[src/rtl/pcu_pkg.sv]
package pcu_pkg;

  typedef enum logic [2:0] {
    OP_NONE = 3'd0,
    OP_INC  = 3'd1,
    OP_PCLW = 3'd2,
    OP_JUMP = 3'd3,
    OP_CALL = 3'd4,
    OP_RET  = 3'd5,
    OP_IRQ  = 3'd6
  } pc_op_e;

  // Fixed priority: interrupt, return, call, jump, low-byte write, increment.
  function automatic pc_op_e pick_op(input logic inc, input logic pclw,
                                     input logic jump, input logic call,
                                     input logic ret, input logic irq);
    if (irq)       return OP_IRQ;
    else if (ret)  return OP_RET;
    else if (call) return OP_CALL;
    else if (jump) return OP_JUMP;
    else if (pclw) return OP_PCLW;
    else if (inc)  return OP_INC;
    else           return OP_NONE;
  endfunction

endpackage

[src/rtl/pcu_cmd_arb.sv]
module pcu_cmd_arb
  import pcu_pkg::*;
(
  input  logic   clk,
  input  logic   rst_n,
  input  logic   inc_i,
  input  logic   pclw_i,
  input  logic   jump_i,
  input  logic   call_i,
  input  logic   ret_i,
  input  logic   irq_i,
  output pc_op_e op_o
);

  always_comb op_o = pick_op(inc_i, pclw_i, jump_i, call_i, ret_i, irq_i);

  // interrupt entry beats every other command
  a_r10_irq_wins: assert property (@(posedge clk) disable iff (!rst_n)
    irq_i |-> op_o == OP_IRQ);

  // return beats call, jump, low-byte write and increment
  a_r10_ret_over_call: assert property (@(posedge clk) disable iff (!rst_n)
    (ret_i && !irq_i) |-> op_o == OP_RET);

endmodule

[src/rtl/pcu_page_latch.sv]
module pcu_page_latch #(
  parameter int LATCH_W = 5
) (
  input  logic               clk,
  input  logic               rst_n,
  input  logic               wr_i,
  input  logic [LATCH_W-1:0] wdata_i,
  output logic [LATCH_W-1:0] q_o
);

  always_ff @(posedge clk or negedge rst_n) begin
    if (!rst_n)    q_o <= '0;
    else if (wr_i) q_o <= wdata_i;
  end

  // the latch moves only on its own write strobe, never on push or pop
  a_r7_latch_hold: assert property (@(posedge clk) disable iff (!rst_n)
    !wr_i |=> $stable(q_o));

endmodule

[src/rtl/pcu_ret_stack.sv]
module pcu_ret_stack #(
  parameter int DEPTH = 8,
  parameter int W     = 13
) (
  input  logic         clk,
  input  logic         rst_n,
  input  logic         push_i,
  input  logic         pop_i,
  input  logic [W-1:0] push_data_i,
  output logic [W-1:0] top_o
);

  // DEPTH must be a power of two so that the pointer wraps naturally.
  localparam int PTR_W = $clog2(DEPTH);

  logic [PTR_W-1:0] sp_q;
  logic [W-1:0]     ent_q [DEPTH];
  logic [PTR_W-1:0] top_idx;

  assign top_idx = sp_q - PTR_W'(1);
  assign top_o   = ent_q[top_idx];

  always_ff @(posedge clk or negedge rst_n) begin
    if (!rst_n)      sp_q <= '0;
    else if (push_i) sp_q <= sp_q + PTR_W'(1);
    else if (pop_i)  sp_q <= sp_q - PTR_W'(1);
  end

  for (genvar g = 0; g < DEPTH; g++) begin : g_entry
    always_ff @(posedge clk or negedge rst_n) begin
      if (!rst_n)                              ent_q[g] <= '0;
      else if (push_i && sp_q == PTR_W'(g))    ent_q[g] <= push_data_i;
    end
  end

  // a pushed value is the next one a pop would return
  a_r8_push_on_top: assert property (@(posedge clk) disable iff (!rst_n)
    push_i |=> top_o == $past(push_data_i));

  // every pop steps the pointer down by one, wrapping with no error
  a_r9_pop_steps: assert property (@(posedge clk) disable iff (!rst_n)
    pop_i |=> (sp_q + PTR_W'(1)) == $past(sp_q));

  // the arbiter never asks for a push and a pop together
  a_r10_no_push_pop: assert property (@(posedge clk) disable iff (!rst_n)
    !(push_i && pop_i));

endmodule

[src/rtl/pc_seq_unit.sv]
module pc_seq_unit
  import pcu_pkg::*;
#(
  parameter int PC_W    = 13,
  parameter int DATA_W  = 8,
  parameter int TGT_W   = 11,
  parameter int DEPTH   = 8,
  parameter int VECTOR  = 4
) (
  input  logic                     clk,
  input  logic                     rst_n,
  input  logic                     inc_i,
  input  logic                     jump_i,
  input  logic                     call_i,
  input  logic                     pcl_wr_i,
  input  logic                     ret_i,
  input  logic                     irq_i,
  input  logic                     latch_wr_i,
  input  logic [TGT_W-1:0]         target_i,
  input  logic [DATA_W-1:0]        wdata_i,
  output logic [PC_W-1:0]          pc_o,
  output logic [PC_W-DATA_W-1:0]   latch_o
);

  localparam int LATCH_W = PC_W - DATA_W;
  localparam int PAGE_W  = PC_W - TGT_W;
  localparam logic [PC_W-1:0] VEC_ADDR = PC_W'(VECTOR);

  function automatic logic [PC_W-1:0] seq_addr(input logic [PC_W-1:0] p);
    return p + PC_W'(1);
  endfunction

  function automatic logic [PC_W-1:0] page_addr(input logic [LATCH_W-1:0] lat,
                                                input logic [TGT_W-1:0] tgt);
    return {lat[LATCH_W-1 -: PAGE_W], tgt};
  endfunction

  function automatic logic [PC_W-1:0] low_addr(input logic [LATCH_W-1:0] lat,
                                               input logic [DATA_W-1:0] d);
    return {lat, d};
  endfunction

  pc_op_e             op;
  logic [PC_W-1:0]    pc_q, pc_d;
  logic [LATCH_W-1:0] latch_q;
  logic [PC_W-1:0]    stk_top;
  logic               push, pop;
  logic [PC_W-1:0]    push_data;

  pcu_cmd_arb u_arb (
    .clk    (clk),
    .rst_n  (rst_n),
    .inc_i  (inc_i),
    .pclw_i (pcl_wr_i),
    .jump_i (jump_i),
    .call_i (call_i),
    .ret_i  (ret_i),
    .irq_i  (irq_i),
    .op_o   (op)
  );

  pcu_page_latch #(.LATCH_W(LATCH_W)) u_latch (
    .clk     (clk),
    .rst_n   (rst_n),
    .wr_i    (latch_wr_i),
    .wdata_i (wdata_i[LATCH_W-1:0]),
    .q_o     (latch_q)
  );

  assign push      = (op == OP_CALL) || (op == OP_IRQ);
  assign pop       = (op == OP_RET);
  assign push_data = (op == OP_CALL) ? seq_addr(pc_q) : pc_q;

  pcu_ret_stack #(.DEPTH(DEPTH), .W(PC_W)) u_stack (
    .clk         (clk),
    .rst_n       (rst_n),
    .push_i      (push),
    .pop_i       (pop),
    .push_data_i (push_data),
    .top_o       (stk_top)
  );

  always_comb begin
    unique case (op)
      OP_INC:           pc_d = seq_addr(pc_q);
      OP_JUMP, OP_CALL: pc_d = page_addr(latch_q, target_i);
      OP_PCLW:          pc_d = low_addr(latch_q, wdata_i);
      OP_RET:           pc_d = stk_top;
      OP_IRQ:           pc_d = VEC_ADDR;
      default:          pc_d = pc_q;
    endcase
  end

  always_ff @(posedge clk or negedge rst_n) begin
    if (!rst_n) pc_q <= '0;
    else        pc_q <= pc_d;
  end

  assign pc_o    = pc_q;
  assign latch_o = latch_q;

  // increment advances by one, wrapping at the top of the space
  a_r2_inc_step: assert property (@(posedge clk) disable iff (!rst_n)
    (op == OP_INC) |=> pc_q == PC_W'($past(pc_q) + PC_W'(1)));

  // jump keeps the page bits from the latch and the rest from the target
  a_r3_jump_page: assert property (@(posedge clk) disable iff (!rst_n)
    (op == OP_JUMP) |=> (pc_q[PC_W-1 -: PAGE_W] == $past(latch_q[LATCH_W-1 -: PAGE_W]))
                        && (pc_q[TGT_W-1:0] == $past(target_i)));

  // interrupt entry lands on the fixed vector
  a_r6_vector: assert property (@(posedge clk) disable iff (!rst_n)
    (op == OP_IRQ) |=> pc_q == VEC_ADDR);

  // a return restores the whole counter from the top of the stack
  a_r7_ret_restore: assert property (@(posedge clk) disable iff (!rst_n)
    (op == OP_RET) |=> pc_q == $past(stk_top));

  // a latch write on its own leaves the counter where it was
  a_r11_latch_no_pc: assert property (@(posedge clk) disable iff (!rst_n)
    (latch_wr_i && op == OP_NONE) |=> $stable(pc_q));

endmodule

[config.mk]
export PLATFORM = sky130hd
export DESIGN_NAME = pc_seq_unit
export DESIGN_NICKNAME = d
export VERILOG_FILES = /design/src/rtl/pcu_pkg.sv /design/src/rtl/pcu_cmd_arb.sv /design/src/rtl/pcu_page_latch.sv /design/src/rtl/pcu_ret_stack.sv /design/src/rtl/pc_seq_unit.sv
export SDC_FILE = /design/constraint.sdc
export NUM_CORES = 1
export LEC_CHECK = 0
export ABC_AREA = 1
export BUFFER_PORTS_ARGS = -buffer_cell sky130_fd_sc_hd__buf_2
export CORE_UTILIZATION = 40
export DETAILED_ROUTE_END_ITERATION = 8
export HOLD_SLACK_MARGIN = 0.06
export PLACE_DENSITY_LB_ADDON = 0.2
export SYNTH_ARGS = -nofsm -noshare
export SYNTH_HDL_FRONTEND = slang
export SYNTH_SLANG_ARGS = --single-unit
[constraint.sdc]
create_clock -name clk -period 3.8 [get_ports clk]
set_input_delay 0 -clock clk [delete_from_list [all_inputs] [get_ports clk]]
set_output_delay 0 -clock clk [all_outputs]
set_load 0.005 [all_outputs]
==> Word-level counts from Yosys, hierarchy flattened <==
Index checks and enable logic that the tools add are counted.
{ "classes": {"add_sub_neg": 3, "multipliers": 0, "div_mod_pow": 0, "magnitude_cmp": 1, "eq_ne": 13, "shift": 0, "muxes": 13, "bitwise": 1, "reduce_logical": 13} }
{ "ops": {"columns": ["operator", "count"], "rows": [
  ["$pmux W13 S5", 1],
  ["$bmux W13 S3", 1],
  ["$mux W13", 3],
  ["$eq A3 B3 Y1 const B", 7],
  ["$mux W3", 7],
  ["$add A13 B1 Y13 const B", 1],
  ["$eq A3 B2 Y1 const B", 4],
  ["$logic_and A1 B1 Y1", 8],
  ["$eq A3 B1 Y1 const B", 2],
  ["$reduce_bool A5 Y1", 1],
  ["$ge A4 B4 Y1 const B", 1],
  ["$not A3 Y4", 1],
  ["$add A3 B1 Y3 const B", 1],
  ["$logic_not A3 Y1", 1],
  ["$sub A3 B1 Y3 const B", 1],
  ["$reduce_bool A2 Y1", 1],
  ["$reduce_or A2 Y1", 1],
  ["$logic_or A1 B1 Y1", 1],
  ["$mux W1", 1]
]} }
{ "word_totals": {"register_bits": 125, "latch_bits": 0, "ramBits": 0, "mem_bits_ro": 0, "output_inout_bits": 18, "wordCells": 55, "n_memories": 0} }

==> Logic depth before layout (Yosys ltp) <==
{ "logic_depth": {"word_depth": 9, "mapped_depth": 13} }

==> Cells and area by module <==
A second synthesis with hierarchy kept.
{ "hier_totals": {"cells_unflattened": 1004, "area_unflattened_um2": 7178.1} }
{ "by_module_without_submodules": {"columns": ["mod", "instances", "cells_each", "area_per_inst_um2"], "rows": [
  ["pcu_ret_stack", 1, 720, 5512.8],
  ["pc_seq_unit", 1, 251, 1426.4],
  ["pcu_page_latch", 1, 21, 185.2],
  ["pcu_cmd_arb", 1, 12, 53.8]
]} }

==> Worst setup path after synthesis <==
No wires, ideal clock.
{ "synth_path": {"path_type": "reg2reg", "from": "reg u_stack.sp_q[0]", "to": "reg pc_q[7], in the netlist pc_o[7]", "setup_time_ns": 0.116, "arrival_ns": 2.055, "required_time_ns": 3.684, "path_slack_ns": 1.629, "path_stages_with_launch": 13, "n_path_buf": 4, "period_less_slack_ns": 2.171, "path_cell_list": "dfrtp_1 clkbuf_1 inv_1 buf_2 buf_2 ha_1 xor2_1 clkbuf_1 nand3_1 nand3_1 nand3_1 nand2_1 nand2_1"} }
{ "synth_between": {"elab_chain_cells": 6} }
{ "synth_lines": {"columns": ["item", "line", "rtl"], "rows": [
  ["start: declaration", "pcu_ret_stack.sv:16", "logic [PTR_W-1:0] sp_q;"],
  ["start signal: assignment", "pcu_ret_stack.sv:25", "else if (push_i) sp_q <= sp_q + PTR_W'(1);"],
  ["start signal: assignment", "pcu_ret_stack.sv:26", "else if (pop_i) sp_q <= sp_q - PTR_W'(1);"],
  ["$sub A3 B1 Y3", "pcu_ret_stack.sv:20", "assign top_idx = sp_q - PTR_W'(1);"],
  ["$not A3 Y4 (implied by the code)", "pcu_ret_stack.sv:21", "assign top_o = ent_q[top_idx];"],
  ["$bmux W13 S3", "pcu_ret_stack.sv:21", null],
  ["$mux W13 (implied by the code) (2 in a row)", "pcu_ret_stack.sv:21", null],
  ["$pmux W13 S5", "pc_seq_unit.sv:84", "unique case (op)"],
  ["end signal: assignment", "pc_seq_unit.sv:96", "else pc_q <= pc_d;"],
  ["end: declaration", "pc_seq_unit.sv:44", "logic [PC_W-1:0] pc_q, pc_d;"]
]} }
No other way between the ends. The select of a mux whose other input is x is not followed.
A chain may end at the register's enable or synchronous reset.

==> Final worst setup path <==
{ "layout_path": {"from": "reg u_stack.sp_q[1]", "to": "reg pc_q[7], in the netlist pc_o[7]"} }
The elaborated chain is that of the path after synthesis.

==> impl_metrics.tcl <==
set metrics [dict create \
    synth_area_leader_cell "dfrtp_1" \
    cts_setup_buffers 0 \
    switchingPower_mw 2.93 \
    regToRegStartpoint "u_stack.sp_q[1]$_DFFE_PN0P_" \
    power_frac_seq_pct 31.8 \
    cts_root_buf "clkbuf_16" \
    period_share_pct 79.0 \
    critPathKind "flip-flop to flip-flop" \
    clk_latency_ns 0.42 \
    synthCells 971 \
    synth-main-ff-cell "dfrtp_1" \
    syn_nets 1007 \
    tns_ns 0 \
    via_per_inst 5.05 \
    synth_commonest_cells "nand2_1 (350), nand3_1 (169), inv_1 (136), dfrtp_1 (125), o21ai_0 (78)" \
    grt_max_degree 76 \
    die_y_um 134 \
    synth.top_cell.area_share_pct 45.1 \
    synth_area_leaders "dfrtp_1 (45%), nand2_1 (19%), nand3_1 (12%), inv_1 (7.4%), o21ai_0 (5.6%)" \
    num_vias 6388 \
    worstPathRequired_ns 4.11 \
    start_util_pct 41.4 \
    fp.coreArea_sq_mm 0.0168 \
    crit_chain "inv_1 -> ha_1 -> xnor2_1 -> nand3_1 -> nand3_1 -> nand3_1 -> dlygate4sd3_1 -> nand2_1 -> nand2_1" \
    slowest_delay_ns 1.05 \
    place.gp.congestion 0.862 \
    wl_mm 20.1 \
    finalPower_mw 6.92 \
    final_cell_count_no_fill 1266 \
    power.density_mw_per_mm2 841 \
    pwr-share-comb_pct 43.2 \
    max-clock-path-buffers 2 \
    min_from "call_i" \
    synth_edf_count 0 \
    htree_levels 4 \
    setup_viol 0 \
    critPathTopFamily "XOR/XNOR gates" \
    ys_seq_area_share_pct 45.1 \
    cts_tree "done" \
    grt_overflow_total 0 \
    final_nets 1071 \
    worst_pin_slew_ns 1.37 \
    slew_headroom_pct 8.32 \
    worst-path-stages 9 \
    final_layout_size_suffix_gt1_share_pct 10.2 \
    syn2layout_area_growth_pct 18.7 \
    routedWlPerCell_um 15.9 \
    clk_pin_slew_worst_paths_ns 0.06 \
    netlist_area_sq_mm 0.00693 \
    slew_viol_final 0 \
    maxCapViolations 0 \
    ant_nets 0 \
    r2r_end "pc_o[7]$_DFFE_PN0P_" \
    grt_pass1_wl_mm 33.0 \
    path_max_fanout 13 \
    yosysMostFrequentCell "nand2_1" \
    die_width_um 134 \
    crit_path_start_kind "flip-flop" \
    synth_warnings 0 \
    synth_seq_cells 125 \
    p_int_mw 3.99 \
    hold_end "u_stack.sp_q[2]$_DFFE_PN0P_" \
    status "finished clean" \
    whs_path_depth 3 \
    clock-skew-final_ns 0.00993 \
    max_freq_ghz 0.333 \
    synth_cell_types 32 \
    dpl.cell_count 1210 \
    hpwlAfterDp_mm 13.4 \
    die-area_sq_mm 0.0179 \
    worst_path_max_delay_cell "xnor2_1" \
    avgSynthCellArea_sq_um 7.14 \
    drc 0 \
    hold_viol_final 0 \
    cts_sinks 125 \
    period_minus_slack_ns 3.00 \
    vdd_drop_max_uv 442 \
    regToRegSetupSlack_ns 0.80 \
    io_buffers 45 \
    grt_setup_unrepaired "no" \
    swShare_pct 42.3 \
    grt_pass1_vias 6093 \
    async_reset_ff_share_pct 100 \
    leakage_nw 4.23 \
    cts_buffers 17 \
    fillCellCount 1694 \
    rows 47 \
    antenna_found_initial 0 \
    p_clk_share_pct 25.0 \
    grtUsageTotal_pct 24.0 \
    cp_common_cell "nand3_1" \
    diodes 0 \
    cp-end-kind "flip-flop" \
    hp-class "input pin to flip-flop" \
    drt_iter0_drc 570 \
    worstRegToRegCells 9 \
    arrival_ns 3.31 \
    drtPass1Iterations 8 \
    top_level_ports 46 \
    cp_num_buf_inv 2 \
]
-- metal layers --
metal / global-route usage, % / part of all wire, % / up-vias
li1: - / - / 3180
met1: 34.6 / 48 / 2999
met2: 36.5 / 45 / 182
met3: 4.22 / 4.7 / 27
met4: 7.70 / 2.0 / 0
met5: 0 / 0 / -
-- cell type report --
class                           count  area [sq um]  area share (%)
Inverter                          142           533            6.47
Sequential cell                   125          3130            38.0
Clock buffer                       23           488            5.93
Tap cell                          220           275            3.34
Timing Repair Buffer               83           578            7.02
Clock inverter                      7           135            1.64
Multi-Input combinational cell    666          3100            37.6
-- worst max path at each step --
stage,from,to
3_5_place_dp,u_stack.sp_q[0]$_DFFE_PN0P_,u_stack.ent_q[30]$_DFFE_PN0P_
3_3_place_gp,u_stack.sp_q[0]$_DFFE_PN0P_,u_stack.ent_q[29]$_DFFE_PN0P_
2_1_floorplan,u_stack.sp_q[0]$_DFFE_PN0P_,pc_o[7]$_DFFE_PN0P_
4_1_cts,u_stack.sp_q[0]$_DFFE_PN0P_,pc_o[7]$_DFFE_PN0P_
5_1_grt,u_stack.sp_q[0]$_DFFE_PN0P_,pc_o[6]$_DFFE_PN0P_
6_report,u_stack.sp_q[1]$_DFFE_PN0P_,pc_o[7]$_DFFE_PN0P_
-- power groups by stage --
stage	Combinational, mW	Sequential (mW)	Clock (mW)
after floorplan	2.09	2.12	0
after global placement	2.90	2.20	0
after detailed placement	2.93	2.21	0
after CTS	2.99	2.19	1.75
after global routing	3.38	2.27	1.81
final	2.99	2.20	1.73
-- state kept, by name, summed over array words and instances, names as in the netlist --
signal,cells
u_latch.q_o,5
pc_o,13
u_stack.sp_q,3
u_stack.ent_q,104
-- tightest hold or removal path, stage by stage --
cell and delay (ns):
buf_2 0.16, a21oi_4 0.16, o221ai_1 0.16
-- stage by stage --
step	instance area [sq um]	setup WS (ns)	hold slack [ns]	utilization, %
6_report	8230	0.798	0.121	49.1
4_1_cts	8230	0.892	0.105	49.1
3_3_place_gp	7350	1.28	0.235	43.9
3_5_place_dp	7350	1.26	0.237	43.9
2_1_floorplan	6930	1.63	-0.296	-
5_1_grt	8230	0.690	0.133	49.1
-- cells by family after synthesis --
group | Yosys count | synth area share, %
adders and majority gates | 8 | 1.44
AOI/OAI and AO/OA | 90 | 6.93
DFF | 125 | 45.1
xor gates and xnor gates | 9 | 1.14
buffers and inverters | 180 | 10.2
muxes | 6 | 0.956
and+or+nand+nor | 553 | 34.2
-- layout by cell type (no fill, tap or decap), types with 2 or more instances in the layout --
master	instances
nand2_1	350
nand3_1	169
inv_1	136
dfrtp_1	124
o21ai_0	78
buf_2	44
dlygate4sd3_1	26
nor2_1	21
clkbuf_16	17
buf_4	13
ha_1	8
xor2_1	6
nor3_2	5
mux2_2	5
o211ai_1	4
bufinv_16	4
clkbuf_8	4
inv_2	3
xnor2_1	3
o21ai_1	3
clkinv_1	3
clkinv_2	3
nand4_1	2
nor2_2	2
clkbuf_1	2
-- timing repair --
| item | 4_1_cts | 5_1_grt |
|---|---|---|
| hold endpoints to repair | 91 | 0 |
| hold buffers | 26 | 0 |
| resized for setup | 0 | 0 |
No activity file was read; power rests on OpenSTA's default activity.
